==> config.mk <==
export PLATFORM = sky130hd
export DESIGN_NAME = i2c_target
export DESIGN_NICKNAME = d
export VERILOG_FILES = /design/src/rtl/i2c_target.sv
export SDC_FILE = /design/constraint.sdc
export NUM_CORES = 1
export LEC_CHECK = 0
export BUFFER_PORTS_ARGS = -buffer_cell sky130_fd_sc_hd__clkbuf_2
export CORE_MARGIN = 2
export CORE_UTILIZATION = 45
export CTS_BUF_LIST = sky130_fd_sc_hd__clkbuf_2
export DETAILED_ROUTE_END_ITERATION = 10
export GPL_TIMING_DRIVEN = 1
export PLACE_DENSITY = 0.69
export SLEW_MARGIN = 20
export SYNTH_ARGS = -nofsm -noshare
export SYNTH_HDL_FRONTEND = slang
export SYNTH_SLANG_ARGS = --single-unit
==> constraint.sdc <==
create_clock -name clk -period 5.58 [get_ports clk]
set_input_delay 0.837 -clock clk [delete_from_list [all_inputs] [get_ports clk]]
set_output_delay 0.837 -clock clk [all_outputs]
set_load 0.005 [all_outputs]
==> src/rtl/i2c_target.sv <==
`timescale 1ns/1ps
module i2c_target #(
  parameter int TX_DEPTH = 4,
  parameter int SYNC_LEN = 3
) (
  input  logic       clk,
  input  logic       rst_n,
  input  logic       scl_i,
  input  logic       sda_i,
  output logic       scl_oe,
  output logic       sda_oe,
  input  logic       reg_wr,
  input  logic       reg_rd,
  input  logic [1:0] reg_addr,
  input  logic [7:0] reg_wdata,
  output logic [7:0] reg_rdata
);
  localparam int PW = (TX_DEPTH > 1) ? $clog2(TX_DEPTH) : 1;
  localparam int CW = $clog2(TX_DEPTH + 1);

  typedef enum logic [3:0] {S_IDLE, S_ADDR, S_RX, S_ACK, S_RXHOLD, S_LOAD, S_TX, S_TXACK, S_WAIT} st_t;

  st_t st;
  logic [SYNC_LEN-1:0] scl_s, sda_s;
  logic scl_q, sda_q, scl_d, sda_d;
  logic en, str_req, str_act, busy, rw, mack, byte_done, rx_full, sda_drv;
  logic [6:0] own;
  logic [7:0] sh, rx_hold;
  logic [2:0] cnt;
  logic [7:0] mem [TX_DEPTH];
  logic [PW-1:0] wp, rp;
  logic [CW-1:0] cnt_f;

  wire tx_empty  = (cnt_f == '0);
  wire tx_full   = (cnt_f == CW'(TX_DEPTH));
  wire scl_rise  = scl_q & ~scl_d;
  wire scl_fall  = ~scl_q & scl_d;
  wire start_det = en & scl_q & scl_d & sda_d & ~sda_q;
  wire stop_det  = en & scl_q & scl_d & ~sda_d & sda_q;
  wire bus_evt   = ~en | start_det | stop_det;
  wire tx_push   = reg_wr && reg_addr == 2'd3 && !tx_full;
  wire tx_pop    = st == S_LOAD && !tx_empty && !bus_evt;
  wire rx_pop    = reg_rd && reg_addr == 2'd3;
  wire [7:0] tx_head = mem[rp];

  assign sda_oe = sda_drv;
  assign scl_oe = en & str_act & ((st == S_RXHOLD & rx_full) | (st == S_LOAD & tx_empty));

  always_comb begin
    case (reg_addr)
      2'd0:    reg_rdata = {1'b0, str_req, 5'b0, en};
      2'd1:    reg_rdata = {1'b0, own};
      2'd2:    reg_rdata = {1'b0, busy, 3'b0, tx_full, tx_empty, rx_full};
      default: reg_rdata = rx_hold;
    endcase
  end

  always_ff @(posedge clk or negedge rst_n) begin
    if (!rst_n) begin
      scl_s <= '1; sda_s <= '1;
      scl_q <= 1'b1; sda_q <= 1'b1; scl_d <= 1'b1; sda_d <= 1'b1;
    end else begin
      scl_s <= {scl_s[SYNC_LEN-2:0], scl_i};
      sda_s <= {sda_s[SYNC_LEN-2:0], sda_i};
      if (scl_s[SYNC_LEN-1] == scl_s[SYNC_LEN-2]) scl_q <= scl_s[SYNC_LEN-1];
      if (sda_s[SYNC_LEN-1] == sda_s[SYNC_LEN-2]) sda_q <= sda_s[SYNC_LEN-1];
      scl_d <= scl_q;
      sda_d <= sda_q;
    end
  end

  always_ff @(posedge clk or negedge rst_n) begin
    if (!rst_n) begin
      en <= 1'b0; str_req <= 1'b0; str_act <= 1'b0; own <= '0;
    end else begin
      if (reg_wr && reg_addr == 2'd0) begin
        en      <= reg_wdata[0];
        str_req <= reg_wdata[6];
      end
      if (reg_wr && reg_addr == 2'd1) own <= reg_wdata[6:0];
      if (!scl_q || st == S_IDLE) str_act <= str_req;
    end
  end

  always_ff @(posedge clk) if (tx_push) mem[wp] <= reg_wdata;

  always_ff @(posedge clk or negedge rst_n) begin
    if (!rst_n) begin
      wp <= '0; rp <= '0; cnt_f <= '0;
    end else begin
      if (tx_push) wp <= (wp == PW'(TX_DEPTH - 1)) ? '0 : wp + 1'b1;
      if (tx_pop)  rp <= (rp == PW'(TX_DEPTH - 1)) ? '0 : rp + 1'b1;
      cnt_f <= cnt_f + CW'(tx_push) - CW'(tx_pop);
    end
  end

  always_ff @(posedge clk or negedge rst_n) begin
    if (!rst_n) begin
      st <= S_IDLE; sda_drv <= 1'b0; busy <= 1'b0; rw <= 1'b0; mack <= 1'b0;
      byte_done <= 1'b0; cnt <= '0; sh <= '0; rx_hold <= '0; rx_full <= 1'b0;
    end else begin
      if (rx_pop) rx_full <= 1'b0;
      if (!en || stop_det) begin
        st <= S_IDLE; sda_drv <= 1'b0; busy <= 1'b0;
      end else if (start_det) begin
        st <= S_ADDR; cnt <= '0; byte_done <= 1'b0; sda_drv <= 1'b0;
      end else begin
        case (st)
          S_ADDR, S_RX: begin
            if (scl_rise && !byte_done) begin
              sh  <= {sh[6:0], sda_q};
              cnt <= cnt + 3'd1;
              if (cnt == 3'd7) byte_done <= 1'b1;
            end else if (scl_fall && byte_done) begin
              byte_done <= 1'b0;
              if (st == S_ADDR) begin
                if (sh[7:1] == own && !(sh[0] && tx_empty && !str_act)) begin
                  sda_drv <= 1'b1; busy <= 1'b1; rw <= sh[0]; st <= S_ACK;
                end else begin
                  busy <= 1'b0; st <= S_WAIT;
                end
              end else if (!rx_full) begin
                rx_hold <= sh; rx_full <= 1'b1; sda_drv <= 1'b1; st <= S_ACK;
              end else begin
                st <= S_WAIT;
              end
            end
          end
          S_ACK: if (scl_fall) begin
            sda_drv <= 1'b0; cnt <= '0;
            st <= rw ? S_LOAD : S_RXHOLD;
          end
          S_RXHOLD: if (!(rx_full && str_act)) st <= S_RX;
          S_LOAD: begin
            if (!tx_empty) begin
              sh <= tx_head; sda_drv <= ~tx_head[7]; cnt <= '0; st <= S_TX;
            end else if (!str_act) begin
              sh <= 8'hFF; sda_drv <= 1'b0; cnt <= '0; st <= S_TX;
            end
          end
          S_TX: begin
            if (scl_rise) begin
              cnt <= cnt + 3'd1;
              if (cnt == 3'd7) byte_done <= 1'b1;
            end else if (scl_fall) begin
              if (byte_done) begin
                byte_done <= 1'b0; sda_drv <= 1'b0; st <= S_TXACK;
              end else begin
                sh <= {sh[6:0], 1'b1}; sda_drv <= ~sh[6];
              end
            end
          end
          S_TXACK: begin
            if (scl_rise) mack <= ~sda_q;
            else if (scl_fall) st <= mack ? S_LOAD : S_WAIT;
          end
          default: ;
        endcase
      end
    end
  end

  a_r9_sda_low_scl_low: assert property (@(posedge clk) disable iff (!rst_n)
    $rose(sda_drv) |-> !scl_q);
  a_r9_stretch_scl_low: assert property (@(posedge clk) disable iff (!rst_n)
    $rose(scl_oe) |-> !scl_q);
  a_r7_disable_release: assert property (@(posedge clk) disable iff (!rst_n)
    !en |=> (!sda_oe && !scl_oe && !busy));
  a_r6_stop_clears: assert property (@(posedge clk) disable iff (!rst_n)
    stop_det |=> (!sda_oe && !busy));
  a_r6_busy_with_ack: assert property (@(posedge clk) disable iff (!rst_n)
    $rose(busy) |-> sda_drv);
  a_r5_empty_nack: assert property (@(posedge clk) disable iff (!rst_n)
    (en && st == S_ADDR && scl_fall && byte_done && sh[0] && tx_empty && !str_act) |=> (!sda_drv && st == S_WAIT));
  a_r10_no_overflow: assert property (@(posedge clk) disable iff (!rst_n)
    cnt_f <= CW'(TX_DEPTH));
endmodule

==> results of run 1 <==
[cells by family (layout without fill, tap and decap cells)]
family                     count (synthesis)  in the layout  synth area share
muxes                                     45             45            0.1395
buffers and inverters                     38             63           0.03531
adders and majority gates                 15             15           0.04370
xor gates and xnor gates                  11             11           0.02229
and+or+nand+nor                           86             86            0.1123
AOI/OAI and AO/OA                         61             61           0.09754
DFF                                       88             88            0.5493
[worst paths after layout]
path	end	depth (start not counted)
min	sda_s[0]	1
min in group asynchronous	wp[0]	2
max reg2reg	cnt_f[2]	8
max in group asynchronous	busy	2
min reg2reg	scl_s[1]	0
max	cnt_f[2]	8
[layout make-up]
cell class / count / area share
well taps: 129 / 0.03439
flip-flops and latches: 88 / 0.5060
clock buffers: 9 / 0.009597
clock inverters: 7 / 0.01786
repair buffers: 26 / 0.02826
inverters: 21 / 0.01680
multi-input cells: 218 / 0.3871
[Yosys cell counts, types with 2 or more instances]
library cell	count	share of area
dfrtp_1	46	0.27
edfxtp_1	32	0.22
mux2_2	22	0.057
nand2_1	21	0.018
inv_1	20	0.017
o21ai_0	14	0.016
mux2i_1	13	0.030
nor2_1	13	0.011
ha_1	11	0.032
dfstp_2	10	0.061
mux4_2	10	0.052
o22ai_1	9	0.013
xnor2_1	9	0.018
a21oi_1	8	0.0093
clkbuf_1	8	0.0069
nor2b_1	8	0.012
nor3_1	7	0.0081
buf_2	6	0.0069
or3_1	5	0.0072
and2_1	4	0.0058
nand2b_1	4	0.0058
a211oi_1	3	0.0052
a22o_1	3	0.0061
nand4_1	3	0.0043
o211ai_1	3	0.0052
a21o_1	2	0.0035
and3_1	2	0.0029
clkbuf_2	2	0.0023
maj3_1	2	0.0046
nand3_1	2	0.0023
nand3b_1	2	0.0035
nor4_1	2	0.0029
nor4b_1	2	0.0041
o21ai_1	2	0.0023
o221ai_1	2	0.0041
o41ai_1	2	0.0041
xor2_1	2	0.0041
[through the flow]
step	setup slack [ps]	instance area (um2)
floorplan	2980	4323
global placement	2136	4549
detailed placement	1940	4549
CTS	1901	4678
global route	1914	4693
finish	2169	4693
[power breakdown]
part           leakage, nW  switching [W]  internal (W)
clock network       0.0754       0.000241      0.000113
logic                0.776       0.000214      0.000184
registers            0.992       0.000102      0.000759
[state kept, by name, summed over array words and instances, names as in the netlist, 2 cells and up]
| register | flops |
|---|---|
| scl_s | 3 |
| st | 4 |
| rx_hold | 8 |
| cnt | 3 |
| wp | 2 |
| own | 7 |
| cnt_f | 3 |
| rp | 2 |
| sda_s | 3 |
| mem | 32 |
| sh | 8 |
[critical path, stage by stage, from the launching register on]
cell and delay, ps:
dfrtp_1 830, nor4bb_2 880, nand2_1 420, nor2_1 300, ha_1 160, inv_1 40
ha_1 180, fa_1 380, xnor2_1 130
[layer usage]
metal | track usage | up-vias | wire [um]
met5 | 0 | - | 0
met4 | 0.07282 | 0 | 176
met3 | 0.03420 | 17 | 276
met2 | 0.3057 | 52 | 4446
met1 | 0.2578 | 1397 | 4138
li1 | - | 1318 | -
==> key figures, run 1 <==
STA
  • Unrepaired setup endpoints after global routing: false
  • Fin crit share: 0.6113
  • Clock Skews: 34.02 ps
  • Final Hold Vio Count: 0
  • Final setup vio count: 0
  • Worst Hold Slack: 288.7 ps
  • Max Slew Vio Count: 0
  • Max transition margin: 0.4233
  • Tightest Pin Transition: 852.8 ps
  • Setup TNS: 0 ps
  • Min cycle time layout: 3411 ps
  • F_max: between 0.2 and 0.3 GHz

Logic synthesis
  • Seq/Total Area, Yosys: 0.5493
  • Cells after Synth: 344
  • Seq cells post-synth: 88
  • Avg Cell Area, Syn: 12.57 um2
  • Post-Syn Area: 4323 um2
  • Ys async rst share: 0.6364
  • Post-synth net total: between 300 and 400
  • Warnings, synthesis: 0
  • Yosys cell types: 65
  • Number of enable flip-flop cells after synthesis: 32
  • Top_reg_cell synth: dfrtp_1

Global routing
  • Pin count of the biggest net entering global routing: 57
  • First-pass GRT wire length: approximately 15,000 um
  • Gr usage total: 0.1896
  • Vias in the first global route: roughly 2,700
  • Antenna violations before repair: 0
  • Grt ovf: 0

Worst setup path
  • Worst Setup End Kind: register
  • Crit path launch: st[2]
  • Critical path arrival: slightly below 4000 ps
  • CP Launch Type: register
  • CP max FO: 22
  • Kind of critical path: reg -> reg
  • Slack of the worst reg-to-reg path: roughly 2200 ps
  • Req. time, crit path: 6050 ps
  • Critical R2R Launch: st[2]

Pwr
  • Total Power: 0.001612 W
  • Leakage: roughly 1.8 nW
  • VDD IR max: 217.4 uV
  • Power Dens Cells: 343.5 nW/um2

Floorplanning
  • DIE HEIGHT: between 100 and 150 um
  • Core area: 9284 um2
  • Die area: 10,410 um2
  • Top Ports: 26
  • Site row count: 35
  • Initial core utilization: 0.4656
  • Die Span X: 102.0 um

Cells and area
  • Most frequent cells in the layout: dfrtp_1 (46), clkbuf_2 (34), edfxtp_1 (32), mux2_2 (22), nand2_1 (21)
  • Layout fillers: 852
  • Layout cells sized above 1: 0.2547
  • Final Util: 0.5055
  • Reg area: 2375 um2
  • Diode count: 0
  • Non-filler cells in the finished layout: roughly 500
  • Syn-to-layout area delta: 8.567%
  • Final nets: 392
  • Most common cell after layout, fill and taps aside: dfrtp_1
  • Multi-input logic area: 1817 um2

Drt
  • 1st-iter DRT viols: between 100 and 150
  • Remaining antenna violation count after routing: 0
  • Number of remaining DRC errors: 0
  • Drt total wl: 9038 um
  • Drt wl/cell: 18.15 um
  • Vias: roughly 2,800
  • DR vias/cell: 5.590
  • DRT Pass-1 Iters: 4

Place
  • PortBufs: 25
  • GPL Wtd Cong: 0.9292
  • HPWL Detailed: around 6300 um
  • Dpl cells: 482

Clocking
  • Worst-Skew Late Latency: approximately 580 ps
  • TritonCTS clock tree: done
  • Post-CTS Setup Bufs: 0
  • Clock-pin slew on the worst setup and hold paths: 270 ps
  • CTS Buf Count: 9
  • H-tree depth: 3
  • Sinks on Clock Net: 88
  • Hold buffer count at CTS: 0
  • Post-CTS sizing: 0
  • Root Buffer: clkbuf_2
  • CTS max path bufs: 2

Run
  • Max-Cap Viols: 0

Status
  • Status: finished clean

Worst hold path
  • Worst Hold Class: in -> reg
  • Hold_sp: sda_i
Power figures use the tool's default switching activity.
==> run 2, diff against run 1 <==
--- a/config.mk
+++ b/config.mk
@@ -5,6 +5,7 @@
 export SDC_FILE = /design/constraint.sdc
 export NUM_CORES = 1
 export LEC_CHECK = 0
+export ABC_AREA = 1
 export BUFFER_PORTS_ARGS = -buffer_cell sky130_fd_sc_hd__clkbuf_2
 export CORE_MARGIN = 2
 export CORE_UTILIZATION = 45
==> constraint.sdc (replaced) <==
create_clock -name clk -period 3.16 [get_ports clk]
set_input_delay 0.474 -clock clk [delete_from_list [all_inputs] [get_ports clk]]
set_output_delay 0.474 -clock clk [all_outputs]
set_load 0.005 [all_outputs]
==> run 2 against run 1 <==
Via count is 21% higher. Critical path depth is 2 higher. Sequential power is 68% higher. Synthesized area is 3.8% higher. Die area is 3.7% higher. Critical endpoint unchanged. Highest routed layer unchanged. Largest power group unchanged. Global-route usage is 1.0 points higher. Routed wire length is 11% higher. Cell count is 33% higher.
==> key figures, run 2 <==
Status
  • Status: finished clean

Clocking
  • Sinks on Clock Net: 88
  • CTS Buf Count: 9
  • Worst-Skew Late Latency: 540 ps
  • H-tree depth: 3
  • Root Buffer: clkbuf_2
  • Post-CTS Setup Bufs: 0
  • Clock-pin slew on the worst setup and hold paths: 270 ps
  • TritonCTS clock tree: done
  • CTS max path bufs: 2

Worst setup path
  • Buf/Inv on CP: 2
  • CP top delay family: adder cells
  • CP Launch Type: register
  • CP max FO: 8
  • Slowest cell on crit path: dfstp_2
  • Worst Setup End Kind: register
  • R2R depth: 10
  • Critical path arrival: 2970 ps
  • Most Frequent Cell on Critical Path: ha_1
  • Req. time, crit path: 3610 ps
  • CP max stage delay: 670 ps
  • Crit path depth: 10
  • Reg-to-Reg End: cnt_f[2]
  • Kind of critical path: reg -> reg
  • Critical path, cell by cell: nand3_2, o21ai_2, nor2_4, inv_2, nor2_2, ha_1, inv_1, ha_1, fa_1, xnor2_1
  • Slack of the worst reg-to-reg path: 640 ps
  • Critical R2R Launch: scl_q

Floorplanning
  • Core area: 9729 um2
  • DIE HEIGHT: 103.9 um
  • Top Ports: 26
  • Site row count: 36
  • Die area: 10,790 um2
  • Die Span X: just over 100 um
  • Initial core utilization: 0.4612

Cells and area
  • Syn-to-layout area delta: 9.063%
  • Largest registers: mem (32), rx_hold (8), sh (8)
  • Non-filler cells in the finished layout: 661
  • Diode count: 0
  • Max reg flops: 32
  • Most frequent cells in the layout: nand2_1 (133), inv_1 (50), nor2_1 (46), dfrtp_1 (46), clkbuf_2 (34)
  • Reg with most FFs: mem
  • Layout cells sized above 1: 0.1951
  • Most common cell after layout, fill and taps aside: nand2_1
  • Final nets: 551

Run
  • Max-Cap Viols: 0

Place
  • HPWL Detailed: 7424 um
  • PortBufs: 25
  • GPL Wtd Cong: 0.9283
  • Dpl cells: around 640

Drt
  • Drt total wl: 10,040 um
  • DR vias/cell: 5.109
  • Remaining antenna violation count after routing: 0
  • 1st-iter DRT viols: 291
  • Vias: about 3,400
  • Number of remaining DRC errors: 0
  • DRT Pass-1 Iters: 4
  • Drt wl/cell: 15.18 um

Pwr
  • Switching portion of total power: 0.3740
  • Clock power frac: 0.216
  • Logic gate share of total power: 0.277
  • Sequential fraction of design power: 0.506
  • Power Dens Cells: 584.6 nW/um2
  • VDD IR max: 272.0 uV
  • Total Power: about 0.0029 W
  • Switching pwr: 0.001070 W
  • Cell internal pwr: about 0.0018 W
  • Leakage: 2.222 nW

Global routing
  • Antenna violations before repair: 0
  • Grt ovf: 0
  • First-pass GRT wire length: around 17,000 um
  • Pin count of the biggest net entering global routing: 44
  • Gr usage total: 0.1997
  • Vias in the first global route: 3,354

STA
  • Fin crit share: 0.7973
  • Setup TNS: 0 ps
  • Final setup vio count: 0
  • Max Slew Vio Count: 0
  • Clock Skews: 34.66 ps
  • Unrepaired setup endpoints after global routing: false
  • Min cycle time layout: 2519 ps
  • Final Hold Vio Count: 0
  • Tightest Pin Transition: 824.0 ps
  • Max transition margin: 0.4486
  • F_max: a little under 0.4 GHz

Worst hold path
  • Worst Hold Class: in -> reg
  • Hold_sp: reg_rd
  • Worst hold endpoint: rx_full
  • Hold path depth: 4

Logic synthesis
  • Most frequent cell after synthesis: nand2_1
  • Top_reg_cell synth: dfrtp_1
  • Number of enable flip-flop cells after synthesis: 32
  • Cells after Synth: 491
  • Seq/Total Area, Yosys: 0.5293
  • Seq cells post-synth: 88
  • Cell taking the most area after synthesis: dfrtp_1
  • Ys async rst share: 0.6364
  • Post-synth net total: between 500 and 600
  • Post-Syn Area: 4487 um2
  • Yosys cell types: 44
  • Warnings, synthesis: 0
  • Top post-synthesis cells by area: dfrtp_1 (26%), edfxtp_1 (21%), nand2_1 (11%)
  • Most frequent cells after synthesis: nand2_1 (133), inv_1 (50), dfrtp_1 (46), nor2_1 (46), edfxtp_1 (32)
  • Synth top area share: 0.2566
  • Avg Cell Area, Syn: 9.138 um2
## run 2: changes by cell type in the layout (fill, tap and decap cells not counted), sizes merged, moves of 8 or more
cell   previous run  this run
nor2b             8         0
mux2             22         1
nor2             13        55
nand2            21       140
mux4             10         0
nor3              7        18
inv              25        59
a21oi             8        23
mux2i            13         0
o21ai            16        37
nand3             2        24
## run 2: power by group through the flow
stage / registers, W / logic (W) / clock network, W
2_1_floorplan: 0.00142 / 0.000624 / 0
3_3_place_gp: 0.00146 / 0.000771 / 0
3_5_place_dp: 0.00147 / 0.000787 / 0
4_1_cts: 0.00145 / 0.000795 / 0.000635
5_1_grt: 0.00147 / 0.000918 / 0.000684
6_report: 0.00145 / 0.000793 / 0.000619
## run 2: metal layers
| metal | share of wire | track usage |
|---|---|---|
| met5 | 0 | 0 |
| met4 | 0.015 | 0.06564 |
| met3 | 0.039 | 0.03070 |
| met2 | 0.50 | 0.3412 |
| met1 | 0.45 | 0.2610 |
## run 2: cell type report
type | instances | area [um2]
Fill cell | 917 | 4836
Sequential cell | 88 | 2375
Multi-Input combinational cell | 336 | 1834
Inverter | 58 | 217.7
Timing Repair Buffer | 30 | 170.2
Tap cell | 133 | 166.4
Clock inverter | 7 | 85.08
Clock buffer | 9 | 45.04
## run 2: cells by family after synthesis
family,share of synthesized area
muxes,0.002510
and+or+nand+nor,0.2532
buffers and inverters,0.06191
AOI/OAI and AO/OA,0.1096
xor gates and xnor gates,0.003905
DFF,0.5293
adders and majority gates,0.03960
## run 2: timing repair
action / CTS / global route
endpoints found under the hold margin: 11 / 0
resized for setup: 0 / 0
hold buffers: 3 / 0
## run 2: worst register-to-register path, stage by stage, from the launching register on
cell,delay [ps]
dfstp_2,670
nand3_2,140
o21ai_2,290
nor2_4,120
inv_2,100
nor2_2,60
ha_1,290
inv_1,40
ha_1,180
fa_1,370
xnor2_1,170
## run 2: through the flow
step	util	hold WS [ps]	setup WS (ps)	area [um2]
floorplan	-	178.4	884.2	4487
global placement	0.4865	346.4	717.6	4733
detailed placement	0.4865	346.8	597.7	4733
CTS	0.5030	97.70	637.6	4893
global route	0.5030	85.59	462.3	4893
finish	0.5030	131.5	640.6	4893
## run 2: worst max path at each step
stage / startpoint / to
finish: scl_q / cnt_f[2]
global route: st[0] / cnt_f[2]
floorplan: scl_q / cnt_f[2]
detailed placement: reg_addr[0] / cnt_f[2]
global placement: reg_addr[0] / cnt_f[2]
CTS: scl_q / cnt_f[2]
